File: src/rtl/brk_pkg.sv
package brk_pkg;
  typedef enum logic [1:0] {
    BK_PRE  = 2'd0,
    BK_POST = 2'd1,
    BK_DADR = 2'd2,
    BK_DDAT = 2'd3
  } bk_kind_e;

  localparam logic [1:0] SEL_ADDR = 2'd0;
  localparam logic [1:0] SEL_MASK = 2'd1;
  localparam logic [1:0] SEL_DATA = 2'd2;
  localparam logic [1:0] SEL_CTRL = 2'd3;
endpackage

File: src/rtl/brk_cmp.sv
module brk_cmp #(
  parameter int W = 32,
  parameter bit MASKED = 1'b1
) (
  input  logic [W-1:0] val,
  input  logic [W-1:0] ref_val,
  input  logic [W-1:0] dont_care,
  output logic         eq
);
  logic [W-1:0] diff;
  assign diff = val ^ ref_val;
  generate
    if (MASKED) begin : g_masked
      assign eq = ~|(diff & ~dont_care);
    end else begin : g_exact
      logic [W-1:0] unused_dc;
      assign unused_dc = dont_care;
      assign eq = ~|diff;
    end
  endgenerate
endmodule

File: src/rtl/brk_regs.sv
module brk_regs
  import brk_pkg::*;
#(
  parameter int AW = 32,
  parameter int DW = 32,
  parameter int CW = 32
) (
  input  logic          clk,
  input  logic          rst_n,
  input  logic          we,
  input  logic [1:0]    sel,
  input  logic [CW-1:0] wdata,
  output logic [AW-1:0] brk_addr,
  output logic [AW-1:0] brk_mask,
  output logic [DW-1:0] brk_data,
  output logic          en,
  output bk_kind_e      kind,
  output logic          ctl_wr
);
  always_ff @(posedge clk) begin
    if (!rst_n) begin
      brk_addr <= '0;
      brk_mask <= '0;
      brk_data <= '0;
      en       <= 1'b0;
      kind     <= BK_PRE;
    end else if (we) begin
      case (sel)
        SEL_ADDR: brk_addr <= wdata[AW-1:0];
        SEL_MASK: brk_mask <= wdata[AW-1:0];
        SEL_DATA: brk_data <= wdata[DW-1:0];
        default: begin
          en   <= wdata[0];
          kind <= bk_kind_e'(wdata[2:1]);
        end
      endcase
    end
  end

  assign ctl_wr = we && (sel == SEL_CTRL);
endmodule

File: src/rtl/brk_seq.sv
module brk_seq
  import brk_pkg::*;
#(
  parameter int AW = 32,
  parameter int INSN_BYTES = 2
) (
  input  logic          clk,
  input  logic          rst_n,
  input  logic          en,
  input  bk_kind_e      kind,
  input  logic          ctl_wr,
  input  logic          if_valid,
  input  logic [AW-1:0] if_addr,
  input  logic          if_slot,
  input  logic          hit_if,
  input  logic          rt_valid,
  input  logic          rt_dbr,
  input  logic [AW-1:0] rt_next,
  input  logic [AW-1:0] rt_target,
  input  logic          hit_rt,
  input  logic          da_valid,
  input  logic          hit_da,
  input  logic          hit_dd,
  input  logic          ack,
  output logic          req,
  output logic [AW-1:0] pc,
  output logic          locked
);
  localparam logic [AW-1:0] STEP = AW'(INSN_BYTES);

  logic          lock_q, slot_q, da_q, dd_q;
  logic [AW-1:0] tgt_q;
  logic          fire, set_slot, set_da, set_dd, flush;
  logic [AW-1:0] pc_n;
  logic          da_hit_now;

  assign da_hit_now = da_valid && hit_da;

  always_comb begin
    fire     = 1'b0;
    pc_n     = '0;
    set_slot = 1'b0;
    set_da   = 1'b0;
    set_dd   = 1'b0;
    if (en && !lock_q) begin
      case (kind)
        BK_PRE: begin
          if (if_valid && hit_if) begin
            fire = 1'b1;
            pc_n = if_slot ? (if_addr - STEP) : if_addr;
          end
        end
        BK_POST: begin
          if (slot_q && rt_valid) begin
            fire = 1'b1;
            pc_n = tgt_q;
          end else if (rt_valid && hit_rt) begin
            if (rt_dbr) set_slot = 1'b1;
            else begin
              fire = 1'b1;
              pc_n = rt_next;
            end
          end
        end
        BK_DADR: begin
          if (rt_valid && (da_q || da_hit_now)) begin
            fire = 1'b1;
            pc_n = rt_next;
          end else if (da_hit_now) set_da = 1'b1;
        end
        default: begin
          if (rt_valid && dd_q) begin
            fire = 1'b1;
            pc_n = rt_next;
          end else if (da_hit_now && hit_dd) set_dd = 1'b1;
        end
      endcase
    end
  end

  assign flush = fire || ctl_wr || !en || lock_q;

  always_ff @(posedge clk) begin
    if (!rst_n) begin
      req    <= 1'b0;
      pc     <= '0;
      lock_q <= 1'b0;
      slot_q <= 1'b0;
      da_q   <= 1'b0;
      dd_q   <= 1'b0;
      tgt_q  <= '0;
    end else begin
      req <= fire;
      if (fire) pc <= pc_n;
      if (fire) lock_q <= 1'b1;
      else if (ack) lock_q <= 1'b0;
      slot_q <= !flush && (slot_q || set_slot);
      da_q   <= !flush && (da_q || set_da);
      dd_q   <= !flush && (dd_q || set_dd);
      if (set_slot) tgt_q <= rt_target;
    end
  end

  assign locked = lock_q;
endmodule

File: src/rtl/brk_match_unit.sv
module brk_match_unit
  import brk_pkg::*;
#(
  parameter int AW = 32,
  parameter int DW = 32,
  parameter int INSN_BYTES = 2,
  localparam int CW = (AW > DW) ? AW : DW
) (
  input  logic          clk,
  input  logic          rst_n,
  input  logic          cfg_we,
  input  logic [1:0]    cfg_sel,
  input  logic [CW-1:0] cfg_wdata,
  input  logic          if_valid,
  input  logic [AW-1:0] if_addr,
  input  logic          if_slot,
  input  logic          rt_valid,
  input  logic [AW-1:0] rt_addr,
  input  logic          rt_dbr,
  input  logic [AW-1:0] rt_next,
  input  logic [AW-1:0] rt_target,
  input  logic          da_valid,
  input  logic [AW-1:0] da_addr,
  input  logic [DW-1:0] da_data,
  input  logic          brk_ack,
  output logic          brk_req,
  output logic [AW-1:0] brk_pc
);
  logic [AW-1:0] ba_w, bm_w;
  logic [DW-1:0] bd_w;
  logic          en_w, ctl_wr_w, lock_w;
  bk_kind_e      kind_w;
  logic          hit_if, hit_rt, hit_da, hit_dd;

  brk_regs #(.AW(AW), .DW(DW), .CW(CW)) u_regs (
    .clk(clk), .rst_n(rst_n), .we(cfg_we), .sel(cfg_sel), .wdata(cfg_wdata),
    .brk_addr(ba_w), .brk_mask(bm_w), .brk_data(bd_w),
    .en(en_w), .kind(kind_w), .ctl_wr(ctl_wr_w)
  );

  brk_cmp #(.W(AW), .MASKED(1'b1)) u_cmp_if (
    .val(if_addr), .ref_val(ba_w), .dont_care(bm_w), .eq(hit_if));
  brk_cmp #(.W(AW), .MASKED(1'b1)) u_cmp_rt (
    .val(rt_addr), .ref_val(ba_w), .dont_care(bm_w), .eq(hit_rt));
  brk_cmp #(.W(AW), .MASKED(1'b1)) u_cmp_da (
    .val(da_addr), .ref_val(ba_w), .dont_care(bm_w), .eq(hit_da));
  brk_cmp #(.W(DW), .MASKED(1'b0)) u_cmp_dd (
    .val(da_data), .ref_val(bd_w), .dont_care({DW{1'b0}}), .eq(hit_dd));

  brk_seq #(.AW(AW), .INSN_BYTES(INSN_BYTES)) u_seq (
    .clk(clk), .rst_n(rst_n), .en(en_w), .kind(kind_w), .ctl_wr(ctl_wr_w),
    .if_valid(if_valid), .if_addr(if_addr), .if_slot(if_slot), .hit_if(hit_if),
    .rt_valid(rt_valid), .rt_dbr(rt_dbr), .rt_next(rt_next),
    .rt_target(rt_target), .hit_rt(hit_rt),
    .da_valid(da_valid), .hit_da(hit_da), .hit_dd(hit_dd),
    .ack(brk_ack), .req(brk_req), .pc(brk_pc), .locked(lock_w)
  );
endmodule

File: config.mk
export PLATFORM = sky130hd
export DESIGN_NAME = brk_match_unit
export DESIGN_NICKNAME = d
export VERILOG_FILES = /design/src/rtl/brk_pkg.sv /design/src/rtl/brk_cmp.sv /design/src/rtl/brk_regs.sv /design/src/rtl/brk_seq.sv /design/src/rtl/brk_match_unit.sv
export SDC_FILE = /design/constraint.sdc
export NUM_CORES = 1
export LEC_CHECK = 0
export BUFFER_PORTS_ARGS = -buffer_cell sky130_fd_sc_hd__clkbuf_2
export CAP_MARGIN = 10
export CORE_UTILIZATION = 34
export CTS_CLUSTER_DIAMETER = 30
export DETAILED_ROUTE_END_ITERATION = 7
export MAX_ROUTING_LAYER = met4
export PLACE_DENSITY = 0.67
export SLEW_MARGIN = 30
export SYNTH_ARGS = -nofsm -noshare
export SYNTH_HDL_FRONTEND = slang
export SYNTH_SLANG_ARGS = --single-unit
File: constraint.sdc
create_clock -name clk -period 3.1 [get_ports clk]
set_input_delay 0.155 -clock clk [delete_from_list [all_inputs] [get_ports clk]]
set_output_delay 0.155 -clock clk [all_outputs]
set_load 0.05 [all_outputs]
# [Word-level counts from Yosys, hierarchy flattened]
# Index checks and enable logic that the tools add are counted.
[classes] addsub=1 eq_ne=5 mux=32 bitwise=9 n_reduce_logical=39
[ops] operator="2-to-1 mux 32 bit" n=8
[ops] operator="OR reduction 32 bit" n=4
[ops] operator="XOR 32 bit" n=4
[ops] operator="bitwise AND 32 bit" n=3
[ops] operator="one-hot mux 32 bit (3 select lines)" n=1
[ops] operator="inverter 32 bit" n=1
[ops] operator="subtractor 32 x 2 -> 32 bit (second input constant)" n=1
[ops] operator="2-to-1 mux 1 bit" n=22
[ops] operator="logical AND 1 bit" n=12
[ops] operator="AND reduction 2 bit" n=4
[ops] operator="logical NOT 1 bit" n=7
[ops] operator="logical OR 1 bit" n=7
[ops] operator="equality test 2 bit (second input constant)" n=3
[ops] operator="OR reduction 3 bit" n=2
[ops] operator="equality test 2 x 1 -> 1 bit (second input constant)" n=2
[ops] operator="logical NOT 2 bit" n=2
[ops] operator="one-hot mux 1 bit (3 select lines)" n=1
[ops] operator="nonzero test 2 bit" n=1
[ops] operator="inverter 1 bit" n=1
[word_totals] ff_bits=168 input_bits=235 output_inout_bits=33 wordCells=98

# [Logic depth before layout (Yosys ltp)]
[depth] word_depth=15 depth_mapped=11 mapped_depth_nobuf=9

# [Cells and area by module]
# A second synthesis with hierarchy kept.
[unflattened] hier_cells=1060 hier_area_um2=9157.5
[modules_own_cells] mod="brk_regs" instances=1 cells_each=361 area_per_inst_um2=3792.4 seq_area_each_um2=1981.9
[modules_own_cells] mod="brk_seq" instances=1 cells_each=496 area_per_inst_um2=3772.4 seq_area_each_um2=1381.3
[modules_own_cells] mod="brk_cmp (u_cmp_da ...)" instances=3 cells_each=53 area_per_inst_um2=414.1 seq_area_each_um2=0.0
[modules_own_cells] mod="brk_cmp (u_cmp_dd)" instances=1 cells_each=43 area_per_inst_um2=346.6 seq_area_each_um2=0.0
[modules_own_cells] mod="brk_match_unit" instances=1 cells_each=1 area_per_inst_um2=3.8 seq_area_each_um2=0.0

# [Worst setup path before layout]
# No wires, ideal clock.
[synth_path] kind="input to register" start="input if_addr[8]" end="register u_seq.pc[23]" setup_time_ns=0.116 t_arrival_ns=2.436 required_ns=2.984 slack_ns=0.547 stages=9 path_buffers=1 cell_sequence="or4_1 -> nor4_2 -> or3b_1 -> buf_2 -> nor4_1 -> xor2_1 -> a221o_1 -> a211o_1 -> o211a_1"
[synth_via] elab_chain_len=8 word_cells_on_any_way=13 cone_classes="1 x add/sub; 7 x mux; 2 x bitwise; 3 x reduce/logical"
[synth_rtl] element="start: declaration" line_no="brk_match_unit.sv:15" text="input logic [AW-1:0] if_addr,"
[synth_rtl] element="branches (longest 8 deep; another with subtractor 32 x 2 -> 32 bit)"
[synth_rtl] element="end signal: assignment" line_no="brk_seq.sv:94" text="if (fire) pc <= pc_n;"
[synth_rtl] element="end: declaration" line_no="brk_seq.sv:26" text="output logic [AW-1:0] pc,"
# Parallel ways; which one is timed is not known.
# A chain may end at the register's enable or synchronous reset.

# [Worst setup path in the final report]
[layout_path] start="register u_regs.brk_addr[16]" end="register u_seq.pc[15]"
[layout_via] elab_chain_len=10 word_cells_on_any_way=29 cone_classes="12 x mux; 6 x bitwise; 11 x reduce/logical"
[layout_rtl] element="start: declaration" line_no="brk_regs.sv:13" text="output logic [AW-1:0] brk_addr,"
[layout_rtl] element="start signal: assignment" line_no="brk_regs.sv:29" text="SEL_ADDR: brk_addr <= wdata[AW-1:0];"
[layout_rtl] element="XOR 32 bit" line_no="brk_cmp.sv:11" text="assign diff = val ^ ref_val;"
[layout_rtl] element="bitwise AND 32 bit" line_no="brk_cmp.sv:14" text="assign eq = ~|(diff & ~dont_care);"
[layout_rtl] element="OR reduction 32 bit" line_no="brk_cmp.sv:14"
[layout_rtl] element="logical NOT 1 bit" line_no="brk_cmp.sv:14"
[layout_rtl] element="logical AND 1 bit" line_no="brk_seq.sv:37" text="assign da_hit_now = da_valid && hit_da;"
[layout_rtl] element="logical OR 1 bit" line_no="brk_seq.sv:66" text="if (rt_valid && (da_q || da_hit_now)) begin"
[layout_rtl] element="logical AND 1 bit" line_no="brk_seq.sv:66"
[layout_rtl] element="2-to-1 mux 32 bit or 2-to-1 mux 1 bit (tied branches)" line_no="brk_seq.sv:66"
[layout_rtl] element="one-hot mux 32 bit (3 select lines) or one-hot mux 1 bit (3 select lines) (tied branches)" line_no="brk_seq.sv:46" text="case (kind)"
[layout_rtl] element="2-to-1 mux 32 bit or 2-to-1 mux 1 bit (tied branches)" line_no="brk_seq.sv:45" text="if (en && !lock_q) begin"
# Several ways; a longest one is shown, not always the timed one.

==> flow_summary.yaml <==
global_routing:
  antenna_found_initial: 3
  grt.total_usage_pct: 27.3
  grt_pass1_wl_um: 52600
  grt_max_degree: 54
  grt_overflow: 0
  grt_pass1_vias: 8972
drt:
  ant_nets: 0
  routedWlPerCell_um: 20.8
  first_iter_violations: 795
  num_vias: 9430
  first_pass_iters: 6
  vias_per_cell: 5.44
  wl_um: 36100
  drc: 0
clocking:
  h-tree-depth: 4
  clk_pin_slew_ns: 0.08
  cts_resized: 0
  cts.sinks: 168
  hold_buffers: 45
  numCtsBuffers: 17
  cts_tree: "done"
  clock_path_buffers: 2
  clock_latency_ns: 0.43
  cts-root-buf: "clkbuf_16"
  postCtsSetupBuffers: 0
place:
  place_hpwl_um: 28100
  io_buffer_count: 267
  gp_congestion: 0.969
  dp.cells: 1655
sta:
  slew_violations: 0
  tightest_slew_ns: 0.837
  setup_tns_ns: 0
  finalSetupViolCount: 0
  fin_worst_skew_ns: 0.0131
  max_slew_margin_pct: 44.1
  min_period_ns: 2.88
  min_period_over_period_pct: 93.0
  rsz0062_at_grt: "no"
  hold_viol_final: 0
  fmax_ghz: 0.347
synthesis:
  synth_fp_nets: 1327
  synth_ff_type: "dfxtp_1"
  syn_inst: 1091
  syn_area_um2: 8960
  synth_area_per_cell_um2: 8.21
  ys_async_sr_fraction_pct: 0
  synth_edf_count: 0
  synth_cell_types: 56
  yosys_warnings: 0
  yosysSeqAreaShare_pct: 37.5
  synth-seq-cells: 168
floorplanning:
  io_pins: 268
  fp.dieH_um: 164
  core_area_um2: 26000
  rows: 59
  die_w_um: 164
  start_util_pct: 34.5
  dieArea_um2: 27000
setup_path:
  arrival_ns: 3.21
  crit_required_ns: 3.43
  critPathKind: "reg2reg"
  cp_max_fo: 14
  end_kind: "flip-flop"
  cp-start-kind: "flip-flop"
outcome:
  status: "complete, no violations"
min_path:
  hold_class: "in2reg"
pwr:
  peakVddDrop_mv: 0.269
  powerDensity_nw_per_um2: 438
  power.leakage_uw: 0.00472
run:
  drv_cap: 0
final_layout:
  area_delta_synth_final_pct: 32.2
  nets: 1620
  drive_gt1_share_pct: 25.1
  final_cells: 1735
## layer usage
| layer | vias to the layer above | global-route usage [%] | wire, um | part of all wire, % |
|---|---|---|---|---|
| met2 | 458 | 42.9 | 16500 | 46 |
| met1 | 4442 | 33.9 | 15600 | 43 |
| met4 | 0 | 11.0 | 1290 | 3.6 |
| met3 | 77 | 5.63 | 2730 | 7.6 |
| met5 | - | - | 0 | 0 |
| li1 | 4453 | - | - | - |
## report_power, final
part           switching [uW]  internal, uW
logic                     396           328
clock network            1030          1170
registers                59.4          2200
total                    1480          3700
## area by class of cell
class	instances	area, um^2
clock buffers	18	439
multi-input cells	846	5330
well taps	335	419
flip-flops and latches	168	3360
fillers	2577	14100
repair buffers	340	2070
diodes	3	7.51
inverters	11	43.8
clock inverters	14	165
## cells in the final DEF (no fill, tap or decap), types with 4 or more instances in the layout
cell | synthesis | routed
clkbuf_2 | 0 | 267
nand2_1 | 216 | 216
dfxtp_1 | 168 | 168
xnor2_1 | 120 | 120
a21oi_1 | 109 | 109
nor2_1 | 64 | 61
o22ai_1 | 58 | 58
dlygate4sd3_1 | 0 | 45
mux2i_1 | 35 | 35
xor2_1 | 33 | 33
nor4_1 | 27 | 26
o211a_1 | 24 | 24
buf_4 | 0 | 22
a211o_1 | 21 | 21
a221o_1 | 20 | 20
nor3_1 | 18 | 17
clkbuf_16 | 0 | 17
o21ai_0 | 11 | 11
inv_1 | 11 | 10
nand4_1 | 8 | 8
buf_12 | 0 | 6
nand3_1 | 5 | 5
nand2b_1 | 4 | 4
o2111ai_1 | 4 | 4
or3_1 | 4 | 4
or4_1 | 4 | 4
and3_1 | 4 | 4
o21a_1 | 4 | 4
a211oi_1 | 5 | 4
inv_8 | 0 | 4
## synthesized netlist by cell type, types with 11 or more instances
| library cell | instances | share of area [%] |
|---|---|---|
| a211o_1 | 21 | 2.1 |
| a21oi_1 | 109 | 6.1 |
| a221o_1 | 20 | 2.2 |
| clkbuf_1 | 57 | 2.4 |
| dfxtp_1 | 168 | 38 |
| inv_1 | 11 | 0.46 |
| mux2i_1 | 35 | 3.9 |
| nand2_1 | 216 | 9.0 |
| nor2_1 | 64 | 2.7 |
| nor3_1 | 18 | 1.0 |
| nor4_1 | 27 | 1.9 |
| o211a_1 | 24 | 2.7 |
| o21ai_0 | 11 | 0.61 |
| o22ai_1 | 58 | 4.0 |
| xnor2_1 | 120 | 12 |
| xor2_1 | 33 | 3.2 |
## cells by family after synthesis
group | synth area share [%]
muxes | 3.91
xor gates and xnor gates | 15.0
and+or+nand+nor | 19.1
AOI/OAI and AO/OA | 20.9
buffers and inverters | 3.41
adders and majority gates | 0.140
DFF | 37.5
## path summary, 6_finish.rpt
path,startpoint,end,slack (ns),cells past startpoint
min,cfg_wdata[26],u_regs.brk_data[26],0.005,3
max reg2reg,u_regs.brk_addr[16],u_seq.pc[15],0.22,10
min reg2reg,u_regs.brk_data[17],u_regs.brk_data[17],0.46,2
max,u_regs.brk_addr[16],u_seq.pc[15],0.22,10
## worst max-delay path, stage by stage (launching register included)
cell and delay [ns]:
dfxtp_1 0.46, xnor2_1 0.16, o22ai_1 0.10, nor4_1 0.32, buf_4 0.18, o2111ai_1 0.18, o31ai_1 0.53, a211oi_4 0.25
buf_4 0.24, a211o_1 0.23, o211a_1 0.13
## sequential cells by signal, indices dropped and copies added, names as in the netlist
name	flops
u_seq.dd_q	1
u_seq.req	1
u_regs.brk_data	32
u_seq.pc	32
u_regs.brk_addr	32
u_regs.en	1
u_seq.slot_q	1
u_regs.kind	2
u_seq.locked	1
u_seq.da_q	1
u_seq.tgt_q	32
u_regs.brk_mask	32
## per-stage QoR
step / setup WS [ns] / area [um^2] / total power, uW / util [%] / hold WS [ns]
CTS: 0.222 / 11800 / 5190 / 45.5 / 0.00177
detailed placement: 0.241 / 10800 / 2980 / 41.5 / 0.401
floorplan: 0.547 / 8960 / 2610 / - / 0.291
global placement: 0.318 / 10800 / 2980 / 41.5 / 0.393
finish: 0.218 / 11800 / 5180 / 45.6 / 0.00517
global route: 0.0944 / 11800 / 5350 / 45.6 / 0.00168
No activity file was read; power rests on OpenSTA's default activity.
